<file path="config.mk">
export PLATFORM = sky130hd
export DESIGN_NAME = uart_irq_ctrl
export DESIGN_NICKNAME = d
export VERILOG_FILES = /design/src/rtl/uirq_pkg.sv /design/src/rtl/uirq_tx_thresh.sv /design/src/rtl/uirq_src_reg.sv /design/src/rtl/uirq_pend_gen.sv /design/src/rtl/uart_irq_ctrl.sv
export SDC_FILE = /design/constraint.sdc
export NUM_CORES = 1
export LEC_CHECK = 0
export ABC_AREA = 1
export BUFFER_PORTS_ARGS = -buffer_cell sky130_fd_sc_hd__buf_2
export CORE_MARGIN = 2
export CORE_UTILIZATION = 32
export CTS_BUF_LIST = sky130_fd_sc_hd__clkbuf_8 sky130_fd_sc_hd__clkbuf_16
export CTS_CLUSTER_DIAMETER = 200
export DETAILED_ROUTE_END_ITERATION = 10
export GPL_ROUTABILITY_DRIVEN = 0
export PLACE_DENSITY = 0.7
export REMOVE_ABC_BUFFERS = 1
export SYNTH_ARGS = -nofsm -noshare
export SYNTH_HDL_FRONTEND = slang
export SYNTH_SLANG_ARGS = --single-unit
</file>
<file path="constraint.sdc">
create_clock -name clk -period 0.99 [get_ports clk]
set_input_delay 0.198 -clock clk [delete_from_list [all_inputs] [get_ports clk]]
set_output_delay 0.198 -clock clk [all_outputs]
set_load 0.01 [all_outputs]
</file>
<file path="src/rtl/uirq_pkg.sv">
// Package: shared constants for the UART interrupt pending controller.
// Assumes four interrupt sources with the fixed bit positions below.
package uirq_pkg;
    localparam int NUM_SRC   = 4;
    localparam int SRC_RX    = 0;
    localparam int SRC_ERR   = 1;
    localparam int SRC_TX    = 2;
    localparam int SRC_MODEM = 3;

    // Multiplier applied to the transmit trigger code for a given channel.
    function automatic int trig_factor(input int ch);
        case (ch)
            0:       return 32;
            1, 4:    return 8;
            2, 3:    return 2;
            default: return 0;
        endcase
    endfunction
endpackage

</file>
<file path="src/rtl/uirq_tx_thresh.sv">
// Module: transmit FIFO threshold comparator.
// Flags a match when the FIFO is enabled and the fill count is at or below
// code * factor. The factor comes from the CHANNEL parameter; an unsupported
// channel gives a level of zero. Purely combinational.
module uirq_tx_thresh #(
    parameter int CHANNEL = 0,
    parameter int CODE_W  = 3,
    parameter int CNT_W   = 8
) (
    input  logic              fifo_en,
    input  logic [CODE_W-1:0] code,
    input  logic [CNT_W-1:0]  count,
    output logic              tx_hit
);
    localparam int FACTOR = uirq_pkg::trig_factor(CHANNEL);
    localparam int LVL_W  = CODE_W + 6;
    localparam int CMP_W  = (LVL_W > CNT_W) ? LVL_W : CNT_W;

    logic [LVL_W-1:0] level;

    // Trigger level: pick the variant for this channel.
    generate
        if (FACTOR == 0) begin : g_no_level
            assign level = '0;
        end else begin : g_scaled_level
            assign level = LVL_W'(code) * LVL_W'(FACTOR);
        end
    endgenerate

    // Threshold comparison, gated by FIFO enable.
    assign tx_hit = fifo_en && (CMP_W'(count) <= CMP_W'(level));
endmodule

</file>
<file path="src/rtl/uirq_src_reg.sv">
// Module: sticky source-pending register.
// Each bit is set by set_vec and cleared by clr_vec. Set wins over clear in
// the same cycle. Assumes synchronous active-low reset.
module uirq_src_reg #(
    parameter int N = 4
) (
    input  logic         clk,
    input  logic         rst_n,
    input  logic [N-1:0] set_vec,
    input  logic [N-1:0] clr_vec,
    output logic [N-1:0] q
);
    // State update: clear first, then OR in the sets.
    always_ff @(posedge clk) begin
        if (!rst_n) q <= '0;
        else        q <= (q & ~clr_vec) | set_vec;
    end

    // every requested set lands
    assert_set_lands_R1: assert property (@(posedge clk) disable iff (!rst_n)
        (set_vec != '0) |=> ((q & $past(set_vec)) == $past(set_vec)));

    // a clear without a concurrent set empties the bit
    assert_clear_takes_R5: assert property (@(posedge clk) disable iff (!rst_n)
        ((clr_vec & ~set_vec) != '0) |=> ((q & $past(clr_vec & ~set_vec)) == '0));

    // set beats clear in the same cycle
    assert_set_wins_R10: assert property (@(posedge clk) disable iff (!rst_n)
        ((set_vec & clr_vec) != '0) |=> ((q & $past(set_vec & clr_vec)) == $past(set_vec & clr_vec)));
endmodule

</file>
<file path="src/rtl/uirq_pend_gen.sv">
// Module: mask register and pending/interrupt generation.
// The mask loads whole on a write strobe. The pending vector and the line
// follow the source and mask state combinationally.
module uirq_pend_gen #(
    parameter int N = 4
) (
    input  logic         clk,
    input  logic         rst_n,
    input  logic         mask_wr,
    input  logic [N-1:0] wr_data,
    input  logic [N-1:0] srcp,
    output logic [N-1:0] mask_q,
    output logic [N-1:0] pend,
    output logic         irq
);
    // Mask register load.
    always_ff @(posedge clk) begin
        if (!rst_n)       mask_q <= '0;
        else if (mask_wr) mask_q <= wr_data;
    end

    // Masked pending view and interrupt line.
    always_comb begin
        pend = srcp & ~mask_q;
        irq  = |pend;
    end

    // a mask write loads the written value
    assert_mask_load_R6: assert property (@(posedge clk) disable iff (!rst_n)
        mask_wr |=> (mask_q == $past(wr_data)));
endmodule

</file>
<file path="src/rtl/uart_irq_ctrl.sv">
// Module: UART interrupt pending controller (top).
// Combines receive/error/transmit/modem causes into the source register,
// applies the mask and drives a level interrupt. The transmit cause is also
// set by the FIFO threshold comparator. Assumes write strobes are already
// decoded and last one cycle each.
module uart_irq_ctrl #(
    parameter int CHANNEL = 0,
    parameter int CODE_W  = 3,
    parameter int CNT_W   = 8
) (
    input  logic                      clk,
    input  logic                      rst_n,
    input  logic [uirq_pkg::NUM_SRC-1:0] src_set,
    input  logic                      tx_write_done,
    input  logic                      fifo_en,
    input  logic [CODE_W-1:0]         tx_trig_code,
    input  logic [CNT_W-1:0]          tx_count,
    input  logic                      pend_wr,
    input  logic                      srcp_wr,
    input  logic                      mask_wr,
    input  logic [uirq_pkg::NUM_SRC-1:0] wr_data,
    output logic [uirq_pkg::NUM_SRC-1:0] srcp_q,
    output logic [uirq_pkg::NUM_SRC-1:0] mask_q,
    output logic [uirq_pkg::NUM_SRC-1:0] pend,
    output logic                      irq
);
    import uirq_pkg::*;
    localparam int N = NUM_SRC;
    localparam int TRIG_FACTOR = trig_factor(CHANNEL);

    logic         tx_hit;
    logic [N-1:0] set_vec;
    logic [N-1:0] clr_vec;

    uirq_tx_thresh #(.CHANNEL(CHANNEL), .CODE_W(CODE_W), .CNT_W(CNT_W)) u_thresh (
        .fifo_en (fifo_en),
        .code    (tx_trig_code),
        .count   (tx_count),
        .tx_hit  (tx_hit)
    );

    // Set and clear vectors for the source register.
    always_comb begin
        set_vec = src_set;
        set_vec[SRC_TX] = src_set[SRC_TX] | tx_write_done | tx_hit;
        clr_vec = (pend_wr ? wr_data : '0) | (srcp_wr ? wr_data : '0);
    end

    uirq_src_reg #(.N(N)) u_src (
        .clk     (clk),
        .rst_n   (rst_n),
        .set_vec (set_vec),
        .clr_vec (clr_vec),
        .q       (srcp_q)
    );

    uirq_pend_gen #(.N(N)) u_pend (
        .clk     (clk),
        .rst_n   (rst_n),
        .mask_wr (mask_wr),
        .wr_data (wr_data),
        .srcp    (srcp_q),
        .mask_q  (mask_q),
        .pend    (pend),
        .irq     (irq)
    );

    // no pending bit without its source, none through the mask
    assert_pend_view_R2: assert property (@(posedge clk) disable iff (!rst_n)
        ((pend & mask_q) == '0) && ((pend & ~srcp_q) == '0));

    // an unmasked source drives the line
    assert_irq_on_R3: assert property (@(posedge clk) disable iff (!rst_n)
        ((srcp_q & ~mask_q) != '0) |-> irq);

    // a low line means nothing is pending
    assert_irq_off_R3: assert property (@(posedge clk) disable iff (!rst_n)
        !irq |-> (pend == '0));

    // a threshold match sets the transmit source
    assert_thresh_sets_R7: assert property (@(posedge clk) disable iff (!rst_n)
        (fifo_en && (int'(tx_count) <= int'(tx_trig_code) * TRIG_FACTOR)) |=> srcp_q[SRC_TX]);

    // a completed transmit write sets the transmit source
    assert_txdone_sets_R9: assert property (@(posedge clk) disable iff (!rst_n)
        tx_write_done |=> srcp_q[SRC_TX]);
endmodule

</file>
**After elaboration in Yosys (flattened, before gate mapping)**

Index checks and enable logic that the tools add are counted.

- Register bits: 8
- Input port bits: 26
- Logic and storage cells: 15
- Output and inout bits: 13

- Bitwise logic cells: 8
- Muxes and demuxes: 2
- Reduce and logical (&&, ||, !) cells: 2
- Order comparisons: 1

Operators with widths:

| kind | number |
|---|---|
| 4-bit AND | 2 |
| 8-bit <= comparator | 1 |
| 4-bit 2-to-1 mux | 2 |
| 4-bit inverter | 2 |
| 4-bit OR | 2 |
| 4-bit OR reduction | 1 |
| 1-bit OR | 2 |
| 1-bit logical AND | 1 |

**Logic depth before layout (Yosys ltp)**

- Depth in word-level cells: 5
- Depth in mapped cells: 8

**Cells and area by module**

From an unflattened synthesis, not the netlist that was laid out.

- Cell total of the unflattened synthesis: 93
- Area total of the unflattened synthesis: 528.0 µm²

Modules (own cells, without submodules):

| module | area each (µm²) | cells an instance | seq. area each (µm²) | times used |
|---|---|---|---|---|
| uirq_pend_gen | 197.7 | 34 | 80.1 | 1 |
| uirq_src_reg | 148.9 | 21 | 80.1 | 1 |
| uirq_tx_thresh | 125.1 | 23 | 0.0 | 1 |
| uart_irq_ctrl | 56.3 | 15 | 0.0 | 1 |

**Worst setup path before layout**

Ideal clock, no wire load.

- Path kind: flip-flop to output port
- From: reg u_pend.mask_q[2]
- To: out irq
- Stages on the path, launching flop included: 5
- Data required time: 0.792 ns
- Slack: -0.107 ns
- Arrival time: 0.899 ns
- Cell sequence: dfxtp_1 nor2_2 inv_2 o21ai_1 or3_1

- Word-level cells in the longest chain between the ends: 3

Ends and longest elaborated chain:

| element | line | RTL |
|---|---|---|
| start, declared | uirq_pend_gen.sv:12 | `output logic [N-1:0] mask_q,` |
| start signal, assigned | uirq_pend_gen.sv:19 | `else if (mask_wr) mask_q <= wr_data;` |
| 4-bit inverter | uirq_pend_gen.sv:24 | `pend = srcp & ~mask_q;` |
| 4-bit AND | uirq_pend_gen.sv:24 |  |
| named net pend, one bit | uart_irq_ctrl.sv:24 | `output logic [uirq_pkg::NUM_SRC-1:0] pend,` |
| 4-bit OR reduction | uirq_pend_gen.sv:25 | `irq = \|pend;` |
| end, declared | uart_irq_ctrl.sv:25 | `output logic irq` |

The timed path passes the listed nets, and every way through them passes these cells.

**Final worst setup path**

- From: reg u_src.q[2]
- To: out irq

- Word-level cells in the longest chain between the ends: 2

Ends and longest elaborated chain:

| element | line | RTL |
|---|---|---|
| start, declared | uirq_src_reg.sv:11 | `output logic [N-1:0] q` |
| start signal, assigned | uirq_src_reg.sv:16 | `else q <= (q & ~clr_vec) \| set_vec;` |
| 4-bit AND | uirq_pend_gen.sv:24 |  |
| 4-bit OR reduction | uirq_pend_gen.sv:25 |  |

Every way passes these cells.

==> summary.md <==
| Metric | Value |
|---|---|
| Synth warn | `0` |
| Number of I/O pins | `39` |
| Most common cell after layout, fill and taps aside | `buf_2` |
| Total Wirelength | `1.219 mm` |
| Hold WS | `205.1 ps` |
| Root Driver | `clkbuf_8` |
| First-pass DRT Iterations | `4` |
| DIE AREA | `1724 um2` |
| Remaining global-route overflow | `0` |
| Outcome | `finished, violations left` |
| Total vias in the final route | `585` |
| R2R Path Start | `u_src.q[2]` |
| Sequential Area | `168.9 um2` |
| Core area | `1301 um2` |
| Layout cells sized above 1 | `0.5417` |
| Final ANT Viol Nets | `0` |
| Period utilisation layout | `1.343` |
| Period minus WS final | `1329 ps` |
| Slew headroom | `0.8922` |
| Failing checks | `negative setup slack` |
| Cell family with most CP delay | `simple AND/OR/NAND/NOR gates` |
| Antenna diodes | `0` |
| Worst-skew pair later-pin latency | `220 ps` |
| # setup viols final | `5` |
| Final setup TNS | `-538.4 ps` |
| Sequential fraction of the synthesis area | `0.3556` |
| Critical path, cell by cell | `inv_2 -> nor2_2 -> inv_2 -> o21ai_1 -> or3_1 -> buf_2` |
| Netlist cell types | `12` |
| Non-filler instance count after layout | `135` |
| Clock sink total | `8` |
| Post-Syn Area | `between 400 and 500 um2` |
| Vias per cell | `4.333` |
| Starting Density | `0.3462` |
| Req. time, crit path | `790 ps` |
| Worst-path clk slew | `roughly 40 ps` |
| Worst path most repeated cell | `inv_2` |
| Die height | `41.52 um` |
| Final core occ | `0.6490` |
| H-tree levels | `1` |
| Slew @ Worst Pin | `about 160 ps` |
| Number of remaining DRC errors | `0` |
| CP Buf/Inv Count | `3` |
| Cells on worst reg2reg path | `5` |
| Crit-path max cell delay | `310 ps` |
| Final hold violations | `0` |
| Largest net degree at the start of global routing | `9` |
| Instance count on the critical path | `6` |
| Port Buffer Count | `38` |
| Final #Nets | `151` |
| Fillers | `123` |
| Global-route wire length before repair | `1.952 mm` |
| Power Density | `between 1000 and 1500 nW/um2` |
| Data arrival time of the worst path | `1130 ps` |
| Max Cap Viol | `0` |
| FMAX | `0.7523 GHz` |
| Min-Delay Path Class | `input pin to flop` |
| Synthesized instance count | `70` |
| Row count | `13` |
| Crit end category | `primary output` |
| Dpl ws | `-119.5 ps` |
| CP Capture Point | `irq` |
| HPWL after DPL | `963.9 um` |
| RSZ-0062 raised after global routing | `yes` |
| Area Overhead vs Synth | `87.50%` |
| Maximum VDD drop | `1062 uV` |
| Final Slew Violations | `0` |
| Register bit total from synthesis | `8` |
| CP max stage cell | `dfxtp_2` |
| R2R setup slack | `190 ps` |
| Crit-path max FO | `2` |
| Critical path type | `flop to primary output` |
| CP startpoint | `u_src.q[2]` |
| # placed instances | `131` |
| Number of buffers created by CTS | `3` |
| Leak | `0.5033 nW` |
| Drt first-iter violations | `7` |
| Worst clock skew | `0 ps` |
| Commonest non-fill, non-tap cells in the layout | `buf_2 (32), inv_1 (18), nand2_1 (9), buf_6 (9)` |
| Critical R2R Capture | `u_src.q[2]` |
| Final WS setup | `-339.3 ps` |
| Worst setup SP type | `flop` |
| CTS Hold Buffers Added | `0` |
| Routed WL per cell | `9.030 um` |
| GRT Overall Usage | `0.1421` |
| Average size of a mapped cell | `roughly 6.4 um2` |
| Area of the multi-input gates | `226.5 um2` |
| Antenna violations before repair | `0` |
| Clock Tree Buf Depth | `2` |
| Vias in the first global route | `about 500` |
| DIE WIDTH | `41.52 um` |
| CTS tree | `yes` |
## cell families after synthesis
family	synth area share
adder cells (fa/ha/maj)	0.08334
flip-flops	0.3555
buffers and inverters	0.1833
AO/OA/AOI/OAI	0.2000
AND/OR/NAND/NOR	0.1778
## worst min-delay path: cells and delay by family
kind	cells	cell delay, ps
compound gates	1	50
buf+inv	2	130
## per-stage QoR
| step | total power (W) | instance area, um2 |
|---|---|---|
| finish | 0.001027 | 844.6 |
| global route | 0.001100 | 844.6 |
| CTS | 0.001004 | 790.8 |
| detailed placement | 0.0006037 | 719.4 |
| global placement | 0.0005983 | 719.4 |
| floorplan | 0.0004689 | 450.4 |
## registers in the layout (all words and copies together) (netlist names)
signal,count
u_pend.mask_q,4
u_src.q,4
## cells in the mapped netlist
| library cell | n | area share |
|---|---|---|
| o21ai_1 | 1 | 0.011 |
| or3_1 | 1 | 0.014 |
| inv_2 | 1 | 0.0083 |
| ha_1 | 3 | 0.083 |
| a21oi_1 | 9 | 0.10 |
| dfxtp_1 | 8 | 0.36 |
| nor2_1 | 7 | 0.058 |
| o21ai_0 | 8 | 0.089 |
| nand3b_1 | 1 | 0.017 |
| nand2_1 | 9 | 0.075 |
| nor2_2 | 1 | 0.014 |
| inv_1 | 21 | 0.18 |
## how the worst min path moves through the flow
| stage | startpoint | end | slack [ps] | cells after the start |
|---|---|---|---|---|
| final | src_set[1] | u_src.q[1] | 210 | 3 |
| after global routing | src_set[3] | u_src.q[3] | 210 | 3 |
| after CTS | src_set[1] | u_src.q[1] | 210 | 3 |
| after detailed placement | src_set[1] | u_src.q[1] | 450 | 3 |
| after global placement | src_set[1] | u_src.q[1] | 440 | 3 |
| after floorplan | mask_wr | u_pend.mask_q[1] | 290 | 1 |
## report_power, final
| part | switching (W) | internal [W] | total [W] |
|---|---|---|---|
| clock network | 0.000117 | 0.000262 | 0.000379 |
| registers | 0.0000148 | 0.000351 | 0.000366 |
| logic | 0.000123 | 0.000159 | 0.000282 |
## cell type report
class                           instances  share of cell area
Clock buffer                            3             0.04889
Inverter                               22             0.09778
Multi-Input combinational cell         40              0.2681
Sequential cell                         8              0.2000
Tap cell                               15             0.02222
Timing Repair Buffer                   47              0.3630
## per-layer routing
layer	vias to the layer above	share of wire	GRT usage	wire (um)
li1	313	-	-	-
met1	249	0.40	0.1565	487
met2	21	0.53	0.2625	647
met3	2	0.055	0.02609	67
met4	0	0.014	0.05806	17
met5	-	0	0	0
## repair_timing
action | in CTS | in global routing
endpoints found under the setup margin | 6 | 13
pin swaps | 2 | 1
resized for setup | 10 | 12
setup buffers | 2 | 0
No activity file was read; power rests on OpenSTA's default activity.
